**src/rtl/fw_pkg.sv**
```systemverilog
package fw_pkg;

  // Line transfer state.
  typedef enum logic {
    LC_IDLE = 1'b0,
    LC_XFER = 1'b1
  } lc_state_t;

  // Field parity as carried on field_even.
  typedef enum logic {
    FLD_ODD  = 1'b0,
    FLD_EVEN = 1'b1
  } fld_kind_t;

endpackage

```
**src/rtl/fw_line_ctrl.sv**
```systemverilog
// Line transfer sequencer: waits for a whole line in the FIFO, then
// reads LINE_W words back to back and exposes the column index.
module fw_line_ctrl
  import fw_pkg::*;
#(
  parameter int LINE_W = 16,
  parameter int COL_W  = 4
) (
  input  logic             clk,
  input  logic             rst,
  input  logic             fifo_full,
  input  logic             fifo_empty,
  output logic             rd_en,
  output logic [COL_W-1:0] col,
  output logic             line_end
);

  localparam logic [COL_W-1:0] COL_LAST = COL_W'(LINE_W - 1);

  lc_state_t state;

  always_ff @(posedge clk) begin
    if (rst) begin
      state <= LC_IDLE;
      col   <= '0;
    end else begin
      case (state)
        LC_IDLE: begin
          if (fifo_full && !fifo_empty) begin
            state <= LC_XFER;
            col   <= '0;
          end
        end
        LC_XFER: begin
          if (col == COL_LAST) begin
            state <= LC_IDLE;
            col   <= '0;
          end else begin
            col <= col + COL_W'(1);
          end
        end
        default: state <= LC_IDLE;
      endcase
    end
  end

  assign rd_en    = (state == LC_XFER);
  assign line_end = rd_en && (col == COL_LAST);

  // a read burst only begins after the FIFO reported a full line.
  a_r1_start_on_line: assert property (@(posedge clk) disable iff (rst)
    $rose(rd_en) |-> $past(fifo_full && !fifo_empty));

  // the burst stops right after the last column.
  a_r2_burst_stops: assert property (@(posedge clk) disable iff (rst)
    line_end |=> !rd_en);

  // the burst is unbroken until the last column.
  a_r2_burst_contiguous: assert property (@(posedge clk) disable iff (rst)
    (rd_en && !line_end) |=> rd_en);

endmodule

```
**src/rtl/fw_field_track.sv**
```systemverilog
// Field bookkeeping: decides whether the current line is kept, tracks
// the woven row base and flags the last line of a complete frame.
module fw_field_track
  import fw_pkg::*;
#(
  parameter int LINE_W      = 16,
  parameter int FIELD_LINES = 4,
  parameter int BASE_W      = 8,
  parameter int LCNT_W      = 3
) (
  input  logic              clk,
  input  logic              rst,
  input  logic              field_start,
  input  logic              field_even,
  input  logic              busy,
  input  logic              line_end,
  output logic              line_keep,
  output logic [BASE_W-1:0] row_base,
  output logic              frame_end
);

  localparam logic [BASE_W-1:0] ROW_STEP  = BASE_W'(2 * LINE_W);
  localparam logic [BASE_W-1:0] EVEN_BASE = BASE_W'(LINE_W);
  localparam logic [LCNT_W-1:0] LINES_MAX = LCNT_W'(FIELD_LINES);
  localparam logic [LCNT_W-1:0] ONE_LEFT  = LCNT_W'(1);

  logic              odd_done;
  fld_kind_t         cur_kind;
  logic [LCNT_W-1:0] lines_left;
  logic              pend_v;
  fld_kind_t         pend_kind;
  logic              start_now;
  fld_kind_t         start_kind;

  assign start_now  = !busy && (field_start || pend_v);
  assign start_kind = field_start ? fld_kind_t'(field_even) : pend_kind;
  assign line_keep  = (lines_left != '0);
  assign frame_end  = line_end && line_keep && (cur_kind == FLD_EVEN) &&
                      (lines_left == ONE_LEFT);

  always_ff @(posedge clk) begin
    if (rst) begin
      odd_done   <= 1'b0;
      cur_kind   <= FLD_ODD;
      lines_left <= '0;
      row_base   <= '0;
      pend_v     <= 1'b0;
      pend_kind  <= FLD_ODD;
    end else begin
      // A field start seen mid-line waits for the line to finish.
      if (busy && field_start) begin
        pend_v    <= 1'b1;
        pend_kind <= fld_kind_t'(field_even);
      end else if (start_now) begin
        pend_v <= 1'b0;
      end

      if (start_now) begin
        if (start_kind == FLD_ODD) begin
          cur_kind   <= FLD_ODD;
          lines_left <= LINES_MAX;
          row_base   <= '0;
          odd_done   <= 1'b0;
        end else if (odd_done) begin
          cur_kind   <= FLD_EVEN;
          lines_left <= LINES_MAX;
          row_base   <= EVEN_BASE;
          odd_done   <= 1'b0;
        end else begin
          // Orphan even field: drain it without writing.
          cur_kind   <= FLD_EVEN;
          lines_left <= '0;
          odd_done   <= 1'b0;
        end
      end else if (line_end && line_keep) begin
        lines_left <= lines_left - ONE_LEFT;
        row_base   <= row_base + ROW_STEP;
        if ((lines_left == ONE_LEFT) && (cur_kind == FLD_ODD)) begin
          odd_done <= 1'b1;
        end
      end
    end
  end

  // an even start with no finished odd field keeps nothing.
  a_r7_orphan_dropped: assert property (@(posedge clk) disable iff (rst)
    (start_now && (start_kind == FLD_EVEN) && !odd_done) |=> !line_keep);

  // the kept-line budget never exceeds one field.
  a_r8_budget_bounded: assert property (@(posedge clk) disable iff (rst)
    lines_left <= LINES_MAX);

  // row base never moves while a line is in flight except at its end.
  a_r10_base_stable: assert property (@(posedge clk) disable iff (rst)
    ($past(busy) && !$past(line_end)) |-> $stable(row_base));

endmodule

```
**src/rtl/fw_write_stage.sv**
```systemverilog
// Aligns FIFO read data with its address and drives the SRAM port and
// the frame completion pulse, all from registers.
module fw_write_stage #(
  parameter int DATA_W = 16,
  parameter int ADDR_W = 7
) (
  input  logic              clk,
  input  logic              rst,
  input  logic              rd_en,
  input  logic              keep,
  input  logic [ADDR_W-1:0] addr,
  input  logic              last,
  input  logic [DATA_W-1:0] rdata,
  output logic              sram_we,
  output logic [ADDR_W-1:0] sram_addr,
  output logic [DATA_W-1:0] sram_wdata,
  output logic              frame_done
);

  logic              s1_we;
  logic [ADDR_W-1:0] s1_addr;
  logic              s1_last;
  logic              s2_last;

  always_ff @(posedge clk) begin
    if (rst) begin
      s1_we      <= 1'b0;
      s1_addr    <= '0;
      s1_last    <= 1'b0;
      s2_last    <= 1'b0;
      sram_we    <= 1'b0;
      sram_addr  <= '0;
      sram_wdata <= '0;
      frame_done <= 1'b0;
    end else begin
      s1_we      <= rd_en && keep;
      s1_addr    <= addr;
      s1_last    <= rd_en && last;
      sram_we    <= s1_we;
      sram_addr  <= s1_addr;
      sram_wdata <= rdata;
      s2_last    <= s1_last;
      frame_done <= s2_last;
    end
  end

  // every SRAM write traces back to a FIFO read two cycles earlier.
  a_r5_write_after_read: assert property (@(posedge clk) disable iff (rst)
    sram_we |-> $past(rd_en, 2));

  // frame completion is a single-cycle pulse.
  a_r6_done_single: assert property (@(posedge clk) disable iff (rst)
    frame_done |=> !frame_done);

  // frame completion follows a write in the previous cycle.
  a_r6_done_after_write: assert property (@(posedge clk) disable iff (rst)
    frame_done |-> $past(sram_we));

endmodule

```
**src/rtl/field_weave_writer.sv**
```systemverilog
// Top: weaves two interlaced fields from a line FIFO into one frame.
module field_weave_writer #(
  parameter int DATA_W      = 16,
  parameter int LINE_W      = 16,
  parameter int FIELD_LINES = 4,
  localparam int FRAME_WORDS = 2 * FIELD_LINES * LINE_W,
  localparam int ADDR_W      = $clog2(FRAME_WORDS),
  localparam int COL_W       = (LINE_W > 1) ? $clog2(LINE_W) : 1,
  localparam int LCNT_W      = $clog2(FIELD_LINES + 1),
  localparam int BASE_W      = $clog2(FRAME_WORDS + 2 * LINE_W + 1)
) (
  input  logic              clk,
  input  logic              rst,
  input  logic              fifo_full,
  input  logic              fifo_empty,
  output logic              fifo_rd_en,
  input  logic [DATA_W-1:0] fifo_rdata,
  input  logic              field_start,
  input  logic              field_even,
  output logic              sram_we,
  output logic [ADDR_W-1:0] sram_addr,
  output logic [DATA_W-1:0] sram_wdata,
  output logic              frame_done
);

  logic [COL_W-1:0]  col;
  logic              line_end;
  logic              line_keep;
  logic [BASE_W-1:0] row_base;
  logic              frame_end;
  logic [BASE_W-1:0] word_addr;

  fw_line_ctrl #(
    .LINE_W (LINE_W),
    .COL_W  (COL_W)
  ) u_line (
    .clk        (clk),
    .rst        (rst),
    .fifo_full  (fifo_full),
    .fifo_empty (fifo_empty),
    .rd_en      (fifo_rd_en),
    .col        (col),
    .line_end   (line_end)
  );

  fw_field_track #(
    .LINE_W      (LINE_W),
    .FIELD_LINES (FIELD_LINES),
    .BASE_W      (BASE_W),
    .LCNT_W      (LCNT_W)
  ) u_field (
    .clk         (clk),
    .rst         (rst),
    .field_start (field_start),
    .field_even  (field_even),
    .busy        (fifo_rd_en),
    .line_end    (line_end),
    .line_keep   (line_keep),
    .row_base    (row_base),
    .frame_end   (frame_end)
  );

  assign word_addr = row_base + BASE_W'(col);

  fw_write_stage #(
    .DATA_W (DATA_W),
    .ADDR_W (ADDR_W)
  ) u_write (
    .clk        (clk),
    .rst        (rst),
    .rd_en      (fifo_rd_en),
    .keep       (line_keep),
    .addr       (word_addr[ADDR_W-1:0]),
    .last       (frame_end),
    .rdata      (fifo_rdata),
    .sram_we    (sram_we),
    .sram_addr  (sram_addr),
    .sram_wdata (sram_wdata),
    .frame_done (frame_done)
  );

endmodule

```
**config.mk**
```make
export PLATFORM = sky130hd
export DESIGN_NAME = field_weave_writer
export DESIGN_NICKNAME = d
export VERILOG_FILES = /design/src/rtl/fw_pkg.sv /design/src/rtl/fw_line_ctrl.sv /design/src/rtl/fw_field_track.sv /design/src/rtl/fw_write_stage.sv /design/src/rtl/field_weave_writer.sv
export SDC_FILE = /design/constraint.sdc
export NUM_CORES = 1
export LEC_CHECK = 0
export CAP_MARGIN = 20
export CORE_ASPECT_RATIO = 1.5
export CORE_MARGIN = 4
export CORE_UTILIZATION = 54
export DETAILED_ROUTE_END_ITERATION = 8
export DONT_BUFFER_PORTS = 1
export PLACE_DENSITY = 0.72
export SLEW_MARGIN = 20
export SYNTH_ARGS = -nofsm -noshare
export SYNTH_HDL_FRONTEND = slang
export SYNTH_SLANG_ARGS = --single-unit
```
**constraint.sdc**
```tcl
create_clock -name clk -period 1.4 [get_ports clk]
set_input_delay 0.21 -clock clk [delete_from_list [all_inputs] [get_ports clk]]
set_output_delay 0.21 -clock clk [all_outputs]
set_load 0.005 [all_outputs]
```
Word-level counts from Yosys, hierarchy flattened
Cells that the tools add are included.
{ "classes": {"n_eq_ne": 4, "bitwise_logic": 2, "n_mux": 18, "n_reduce_logical": 19, "add_sub_neg": 4} }
{ "ops": {"columns": ["operator", "n"], "rows": [
  ["2-to-1 mux 8 bit", 4],
  ["2-to-1 mux 3 bit", 4],
  ["logical AND 1 bit", 10],
  ["adder 8 x 6 -> 8 bit, second input constant", 1],
  ["2-to-1 mux 4 bit", 2],
  ["one-hot mux 4 bit (2 select lines)", 1],
  ["adder 7 x 4 -> 7 bit", 1],
  ["2-to-1 mux 1 bit", 6],
  ["adder 4 x 1 -> 4 bit, second input constant", 1],
  ["== test 4 bit, second input constant", 1],
  ["AND reduction 2 bit", 2],
  ["nonzero test 2 bit", 2],
  ["== test 3 x 1 -> 1 bit, second input constant", 1],
  ["!= test 3 x 2 -> 1 bit, second input constant", 1],
  ["nonzero test 3 bit", 1],
  ["subtractor 3 x 1 -> 3 bit, second input constant", 1],
  ["logical NOT 1 bit", 2],
  ["!= test 2 x 1 -> 1 bit, second input constant", 1],
  ["inverter 1 bit", 2],
  ["one-hot mux 1 bit (2 select lines)", 1],
  ["OR reduction 2 bit", 1],
  ["logical OR 1 bit", 1]
]} }
{ "word_totals": {"inputBits": 22, "elab_cells": 63, "output_inout_bits": 26, "reg_bits": 55} }

Depth between registers and ports, before layout
Gate-level depths: netlist of run 1.
{ "depth": {"word_depth": 6, "ltp_mapped": 6, "ltp_nobuf": 6} }

Cells and area by module
A second synthesis of run 1 with hierarchy kept.
{ "hier_totals": {"hier_cells": 194, "area_unflattened_um2": 2004.4} }
{ "by_module_without_submodules": {"columns": ["mod", "area_each_um2", "instances", "cells_each", "seq_area_each_um2"], "rows": [
  ["fw_write_stage", 968.4, 1, 73, 700.7],
  ["fw_field_track", 606.8, 1, 68, 220.2],
  ["fw_line_ctrl", 232.7, 1, 28, 100.1],
  ["field_weave_writer", 196.4, 1, 25, 0.0]
]} }

Worst setup path before layout of run 1
Ideal clock, no wire load.
{ "synth_timing": {"path_type": "register to register", "start": "register u_field.lines_left[0]", "end": "register u_field.row_base[6]", "path_stages_with_launch": 6, "path_buffers": 0, "arrival_ns": 1.497, "period_less_slack_ns": 1.577, "setup_ns": 0.080, "required_time_ns": 1.320, "path_slack_ns": -0.177, "cell_sequence": "dfxtp_1 inv_1 ha_1 ha_1 or4_4 a211oi_2"} }
{ "synth_via": {"elab_chain_cells": 4} }
{ "synth_lines": {"columns": ["item", "line", "text"], "rows": [
  ["from (decl)", "fw_field_track.sv:29", "logic [LCNT_W-1:0] lines_left;"],
  ["from (signal assigned)", "fw_field_track.sv:76", "lines_left <= lines_left - ONE_LEFT;"],
  ["nonzero test 3 bit", "fw_field_track.sv:37", "assign line_keep = (lines_left != '0);"],
  ["logical AND 1 bit", "fw_field_track.sv:75", "end else if (line_end && line_keep) begin"],
  ["nonzero test 2 bit (no source line)", null, null],
  ["AND reduction 2 bit (no source line)", null, null],
  ["to (signal assigned)", "fw_field_track.sv:77", "row_base <= row_base + ROW_STEP;"],
  ["to (decl)", "fw_field_track.sv:18", "output logic [BASE_W-1:0] row_base,"]
]} }
No other way between the ends.
A chain may end at the register's enable or synchronous reset.

Worst setup path after layout of run 1
{ "layout_timing": {"start": "register u_field.lines_left[1]", "end": "register u_field.row_base[5]"} }
Same word-level chain as after synthesis.

==> metrics.md, run 1 <==
| Metric | Value |
|---|---|
| Vias | 1100 |
| Synth Instances | 157 |
| Yosys reg bits | 50 |
| Worst Setup Path Type | reg -> reg |
| Drt drc | 0 |
| Power per standard cell area | between 1000 and 1500 nW/um2 |
| NumNets Final | just under 200 |
| CTS Buf Count | 5 |
| CP Max Fanout | 5 |
| Worst-margin pin slew | 0.296 ns |
| GRT Overall Usage | 0.153 |
| Clk slew on worst S/H paths | about 0.08 ns |
| Most frequent cells in the layout | dfxtp_1 (46), nor2b_1 (33), buf_4 (9), a21oi_1 (8), nand2_1 (6) |
| Final instance area | roughly 2000 um2 |
| Syn-to-layout area delta | 16.6% |
| Initial DRC Count | 16 |
| Status | finished, final reports clean |
| Most common cell after layout, fill and taps aside | dfxtp_1 |
| Tmin final | between 1 and 1.5 ns |
| Final Hold Viols | 0 |
| Antenna violations before repair | 0 |
| CP Capture Type | flip-flop |
| Max rail drop VDD | approximately 710 uV |
| Tcrit/Tclk final | 0.997 |
| IO buf count | 0 |
| Post-Route WL | between 2000 and 3000 um |
| Final setup TNS | 0 ns |
| Crit path from | u_field.lines_left[1] |
| Largest net degree at the start of global routing | 43 |
| Post-synthesis sequential area ratio | 0.596 |
| Worst min-delay path category | in -> reg |
| Die Height | 76.3 um |
| Total power | between 2 and 3 mW |
| 1st-pass router iterations | 4 |
| Gr ovfl total | 0 |
| Die area | between 4000 and 5000 um2 |
| R2R Path Start | u_field.lines_left[1] |
| Longest Clk Path Bufs | 2 |
| Pins Over Slew Limit | 0 |
| Hold_sp | fifo_rdata[14] |
| RSZ-0062 raised after global routing | true |
| CP max-delay cell | or4_4 |
| Worst EP arrival | 1.63 ns |
| Vias in the first global route | approximately 1000 |
| Vias per Instance | roughly 5.3 |
| IO Pins | between 40 and 50 |
| Initial core utilization | 0.571 |
| GPL Wtd Cong | between 0.8 and 0.9 |
| Yosys warning count | 0 |
| Antenna Cells | 0 |
| DP Worst Slack | -0.0356 ns |
| Share of cells above drive strength 1 | 0.208 |
| Max Clock Skew | approximately 0.0037 ns |
| First-pass GRT wire length | 4590 um |
| Core ar. | between 2000 and 3000 um2 |
| Horiz. Die Dim | between 50 and 60 um |
| Max Clock Freq | 716 MHz |
| Placed cell areas | between 1500 and 2000 um2 |
| Wirelength per Cell | roughly 13 um |
| CTS tree | yes |
| Root buffer cell | clkbuf_8 |
| Routed Antenna Nets | 0 |
| Final worst slack | roughly 0.004 ns |
| Syn Area/Cell | ~11 um2 |
| Leak | a little over 0.7 nW |
| Crit start category | flip-flop |
| Final setup vio count | 0 |
| Slowest stage delay, CP | between 0.4 and 0.5 ns |
| CP dominant cell by count | ha_4 |
| Synth Net Count | approximately 180 |
| H-tree depth | 2 |
| Clk_lat worst skew | roughly 0.29 ns |
| Netlist cell types | 32 |
| Hold Slack | between 0.04 and 0.05 ns |
| Family with the most delay on the worst path | simple AND/OR/NAND/NOR gates |
| Bufs and invs on worst path | 1 |
| Synthesized area | 1680 um2 |
| Relative slew slack | 0.797 |
| Site Rows | 24 |
| Clock sinks | 50 |
| Worst Path Required | approximately 1.6 ns |
| # Max-Cap Violations | 0 |
| Crit path cell chain | inv_2, ha_4, ha_4, nand2b_4, or4_4, o21ai_2 |
| DP HPWL | between 1500 and 2000 um |
-- worst register-to-register path: stages (launching register included) --
cell and delay (ns):
dfxtp_2 0.34, inv_2 0.05, ha_4 0.15, ha_4 0.17, nand2b_4 0.15, or4_4 0.42
o21ai_2 0.06
-- cells in the mapped netlist --
cell      count  share of area
nand4_1       1         0.0037
or4_4         1         0.0067
inv_1         5          0.011
o31ai_1       1         0.0045
a211oi_1      3          0.013
o21a_1        1         0.0045
a21oi_1       8          0.024
a22o_1        1         0.0052
ha_1          4          0.030
a211oi_2      1         0.0075
or3b_1        1         0.0052
or2_2         1         0.0037
buf_2         1         0.0030
nand3_4       1          0.010
nand2b_1      2         0.0075
o21ba_2       1         0.0060
a31oi_1       1         0.0037
mux2i_1       2          0.012
nand2_1       6          0.013
nor2_1        5          0.011
a311oi_1      1         0.0052
nor2b_1      34           0.13
nand3b_1      4          0.018
clkbuf_1      6          0.013
or4_1         1         0.0045
o21ai_0       5          0.015
dfxtp_1      50           0.60
and4_1        2          0.010
nand3_1       4          0.012
nor3_1        1         0.0030
a32o_1        1         0.0060
and3_1        1         0.0037
-- registers in the layout, indices dropped and copies added, names as in the netlist, 3 cells and up --
name / flops
u_field.row_base: 3
u_write.s1_addr: 7
u_write.sram_wdata: 16
u_field.lines_left: 3
u_line.col: 4
u_write.sram_addr: 7
-- area by class of cell --
class	instances	area, um2
fill	245	985
clock buffer	6	72.6
clock inverter	2	37.5
sequential	50	1010
timing repair buffer	10	87.6
inverter	5	18.8
tap	39	48.8
multi-input combinational	95	687
-- repair_timing --
item	4_1_cts	5_1_grt
hold buffers	1	0
setup buffers	1	0
endpoints found under the hold margin	42	0
endpoints found under the setup margin	6	6
gates resized for setup	4	5
-- per-layer routing --
metal | track usage | vias to the layer above | part of all wire | wire length [um]
li1 | - | 551 | - | -
met1 | 0.151 | 504 | 0.39 | 1080
met2 | 0.253 | 39 | 0.50 | 1400
met3 | 0.0626 | 6 | 0.082 | 228
met4 | 0.0895 | 0 | 0.024 | 68
met5 | 0 | - | 0 | 0
-- logic make-up (layout without fill, tap and decap cells) --
logic type               Yosys count  after routing  synth area share
adder cells (fa/ha/maj)            4              4            0.0298
buffers and inverters             12             23            0.0276
AO/OA/AOI/OAI                     24             24            0.0946
flip-flops                        50             50             0.596
AND/OR/NAND/NOR                   65             65             0.240
multiplexers                       2              2            0.0119
-- power breakdown --
group	internal, mW	leakage, nW	switching (mW)
clock network	0.533	0.0514	0.435
logic	0.0646	0.260	0.0700
registers	1.46	0.410	0.0221
-- final timing paths --
check	slack, ns	cells after the start	end
max	0.004	6	u_field.row_base[5]
min reg2reg	0.44	1	u_write.sram_addr[1]
max reg2reg	0.004	6	u_field.row_base[5]
min	0.04	1	u_write.sram_wdata[14]
-- per-stage QoR --
| stage | instances | util |
|---|---|---|
| finish | 207 | 0.665 |
| global route | 207 | 0.665 |
| CTS | 207 | 0.662 |
| detailed placement | 197 | 0.612 |
| global placement | 197 | 0.612 |
| floorplan | 157 | - |
Note: power is estimated with default switching activity, not from simulation.
==> inputs of run 2 (changes only) <==
ABC_AREA = 1   (was default)
CORE_UTILIZATION = 45   (was 54)
PLACE_DENSITY = 0.62   (was 0.72)
==> run 2 against run 1 <==
Net effect: register-to-register slack better by 0.07 ns; count of clock-buffer cells in the layout stayed put; sequential cell count is the same; utilization shrank 11 points; synthesized cell count is 34% higher; clock skew down 0.00051 ns; non-clock buffer count increased by 5; combinational power is 23% higher; area after synthesis grew 1.9%; largest power group unchanged.
==> metrics.md, run 2 <==
| Metric | Value |
|---|---|
| Post-synthesis async set-or-reset flop share | 0 (unchanged) |
| Post-synth EDFFs | 0 (unchanged) |
| Die area | 4870 um2 (+19%) |
| Hold_sp | fifo_rdata[1] |
| Clock sinks | 50 (unchanged) |
| Synth Instances | 211 (+34%) |
| Clk_lat worst skew | 0.29 ns (about the same) |
| Wirelength per Cell | 10.6 um (-21%) |
| Hold Path End | u_write.sram_wdata[1] |
| Max Clock Freq | 755 MHz (+5.4%) |
| Largest regs | u_write.sram_wdata x16, u_write.s1_addr x7, u_write.sram_addr x7 |
| CTS Buf Count | 5 (unchanged) |
| GPL Wtd Cong | 0.821 (-7.0%) |
| Routed Antenna Nets | 0 (unchanged) |
| Max rail drop VDD | 801 uV (+12%) |
| Vias | 1207 (+9.7%) |
| Tcrit/Tclk final | 0.946 (-0.0511) |
| Post-Route WL | 2880 um (+3.6%) |
| R2R Path Start | u_field.lines_left[1] |
| Layout fillers | 340 (+39%) |
| IO Pins | 48 (unchanged) |
| Worst Path Required | 1.63 ns (about the same) |
| Synth area leaders | dfxtp_1 (59%), inv_1 (11%), nor2_1 (9.0%), nand2_1 (5.9%), ha_1 (2.9%) |
| Largest net degree at the start of global routing | 36 (-16%) |
| Total power | 2.63 mW (+1.9%) |
| Synthesized area | 1710 um2 (+1.9%) |
| Syn Area/Cell | 8.11 um2 (-24%) |
| Tmin final | 1.32 ns (-0.0715 ns) |
| DP HPWL | 1930 um (-1.5%) |
| CP Capture Type | flip-flop |
| GRT Overall Usage | 0.127 (-0.0261) |
| Area leader, netlist | dfxtp_1 |
| # Max-Cap Violations | 0 (unchanged) |
| Core ar. | 3680 um2 (+25%) |
| Leak | 0.920 nW (+28%) |
| Adder-cell share of the synthesized area | 0.0293 (-0.000545) |
| Vias in the first global route | 1122 (+7.1%) |
| Yosys reg bits | 50 (unchanged) |
| Post-synthesis mux area share | 0 (-0.0119) |
| Vias per Instance | 4.44 (-16%) |
| Initial core utilization | 0.464 (-0.106) |
| Most common cell after layout, fill and taps aside | inv_1 |
| Largest family of logic cells by synthesized area | simple AND/OR/NAND/NOR gates |
| Worst-margin pin slew | 0.370 ns (+0.0745 ns) |
| Antenna Cells | 0 (unchanged) |
| Synth cell count leaders | inv_1 (52), dfxtp_1 (50), nor2_1 (41) |
| Initial DRC Count | 31 (+15) |
| Horiz. Die Dim | 58.3 um (+9.0%) |
| Status | finished, final reports clean |
| Power per standard cell area | 1290 nW/um2 (-2.1%) |
| Post-synthesis sequential area ratio | 0.585 (-0.0109) |
| Syn-to-layout area delta | 19.2% |
| Final setup vio count | 0 (unchanged) |
| Reg-to-reg setup timing slack | 0.08 ns (+0.07 ns) |
| Final Hold Viols | 0 (unchanged) |
| Most frequent cells in the layout | inv_1 (49), dfxtp_1 (48), nor2_1 (41), nand2_1 (26), dlygate4sd3_1 (10) |
| Xor/xnor cell area share of the yosys netlist | 0.00512 (+0.00512) |
| Netlist cell types | 21 (-34%) |
| Worst min-delay path category | in -> reg |
| H-tree depth | 2 (unchanged) |
| Post-synthesis compound-gate area fraction | 0.0534 (-0.0412) |
| Fin util | 0.554 (-0.112) |
| Worst EP arrival | 1.55 ns (-0.08 ns) |
| Die Height | 83.5 um (+9.5%) |
| CP Max Fanout | 6 (+1) |
| Placed cell areas | 1760 um2 (-2.1%) |
| Worst Setup Path Type | reg -> reg |
| Simple-gate area share of the yosys netlist | 0.197 (-0.0432) |
| R2R cell count | 7 (+1) |
| Cell with the most instances after synthesis | inv_1 |
| Worst Hold Depth | 2 (+1) |
| Root buffer cell | clkbuf_8 |
| 1st-pass router iterations | 4 (unchanged) |
| First-pass GRT wire length | 4720 um (+2.9%) |
| Drt drc | 0 (unchanged) |
| IO buf count | 0 (unchanged) |
| Max Clock Skew | 0.00323 ns (-0.000513 ns) |
| Share of cells above drive strength 1 | 0.114 (-0.0948) |
| NumNets Final | 254 (+32%) |
| Main synth FF type | dfxtp_1 |
| Final instance area | 2040 um2 (+4.1%) |
| Yosys top cell area share | 0.585 (-0.0109) |
| Antenna violations before repair | 0 (unchanged) |
| Synth Net Count | 237 (+30%) |
| Site Rows | 27 (+13%) |
| Yosys warning count | 0 (unchanged) |
| Clk slew on worst S/H paths | 0.08 ns (about the same) |
| Largest Register | u_write.sram_wdata |
| Pins Over Slew Limit | 0 (unchanged) |
| Gr ovfl total | 0 (unchanged) |
| Relative slew slack | 0.753 (-0.0443) |
| Longest Clk Path Bufs | 2 (unchanged) |
| Crit start category | flip-flop |
| Critical R2R Capture | u_field.lines_left[1] |
| CTS tree | yes |
| Max FFs per register | 16 (unchanged) |
## run 2: repair_timing
action,CTS,global route
endpoints found under the setup margin,4,6
setup buffers,0,1
pin swaps,2,1
hold buffers,10,1
resized for setup,3,10
hold endpoints to repair,35,1
## run 2: metal layers
metal,track usage,routed length [um],share of wire
met1,0.121,1120,0.39
met2,0.218,1470,0.51
met3,0.0511,214,0.074
met4,0.0738,76,0.026
met5,0,0,0
## run 2: kinds of logic after synthesis
kind of cell,Yosys count
xor+xnor,1
flops,50
fa+ha+maj,4
buf+inv,58
simple gates,82
compound gates,16
## run 2: area by class of cell
| class | instances | area, um2 | area share |
|---|---|---|---|
| Multi-Input combinational cell | 103 | 522 | 0.256 |
| Tap cell | 43 | 53.8 | 0.0264 |
| Clock inverter | 2 | 37.5 | 0.0184 |
| Timing Repair Buffer | 15 | 150 | 0.0737 |
| Clock buffer | 6 | 72.6 | 0.0356 |
| Inverter | 53 | 199 | 0.0976 |
| Sequential cell | 50 | 1000 | 0.492 |
## run 2: worst max-delay path, cell delays in order (launching register included)
cell and delay [ns]:
dfxtp_2 0.33, inv_1 0.05, ha_2 0.19, ha_4 0.16
inv_2 0.06, nand3_4 0.11, or2_1 0.25, a21oi_2 0.11
## run 2: how the worst max path moves through the flow
stage                       endpoint             startpoint  slack, ns
6_report       u_field.lines_left[1]  u_field.lines_left[1]       0.08
5_1_grt        u_field.lines_left[1]  u_field.lines_left[1]     -0.001
4_1_cts        u_field.lines_left[1]  u_field.lines_left[0]      0.001
3_5_place_dp     u_field.row_base[6]  u_field.lines_left[0]      -0.04
3_3_place_gp     u_field.row_base[6]  u_field.lines_left[0]       0.01
2_1_floorplan    u_field.row_base[6]  u_field.lines_left[0]       0.08
## run 2: per-stage QoR
stage | cells | hold slack, ns | worst slack [ns] | TNS, ns
after floorplan | 211 | 0.317 | 0.0777 | 0
final | 272 | 0.0139 | 0.0755 | 0
after detailed placement | 252 | 0.288 | -0.0367 | -0.0740
after CTS | 270 | 0.000192 | 0.00104 | 0
after global routing | 272 | 0.000134 | -0.00142 | -0.00142
after global placement | 252 | 0.285 | 0.0149 | 0
## run 2: power breakdown
| part | switching [mW] | total, mW | internal, mW |
|---|---|---|---|
| Clock | 0.439 | 0.972 | 0.533 |
| Sequential | 0.0277 | 1.50 | 1.47 |
| Combinational | 0.0927 | 0.166 | 0.0735 |
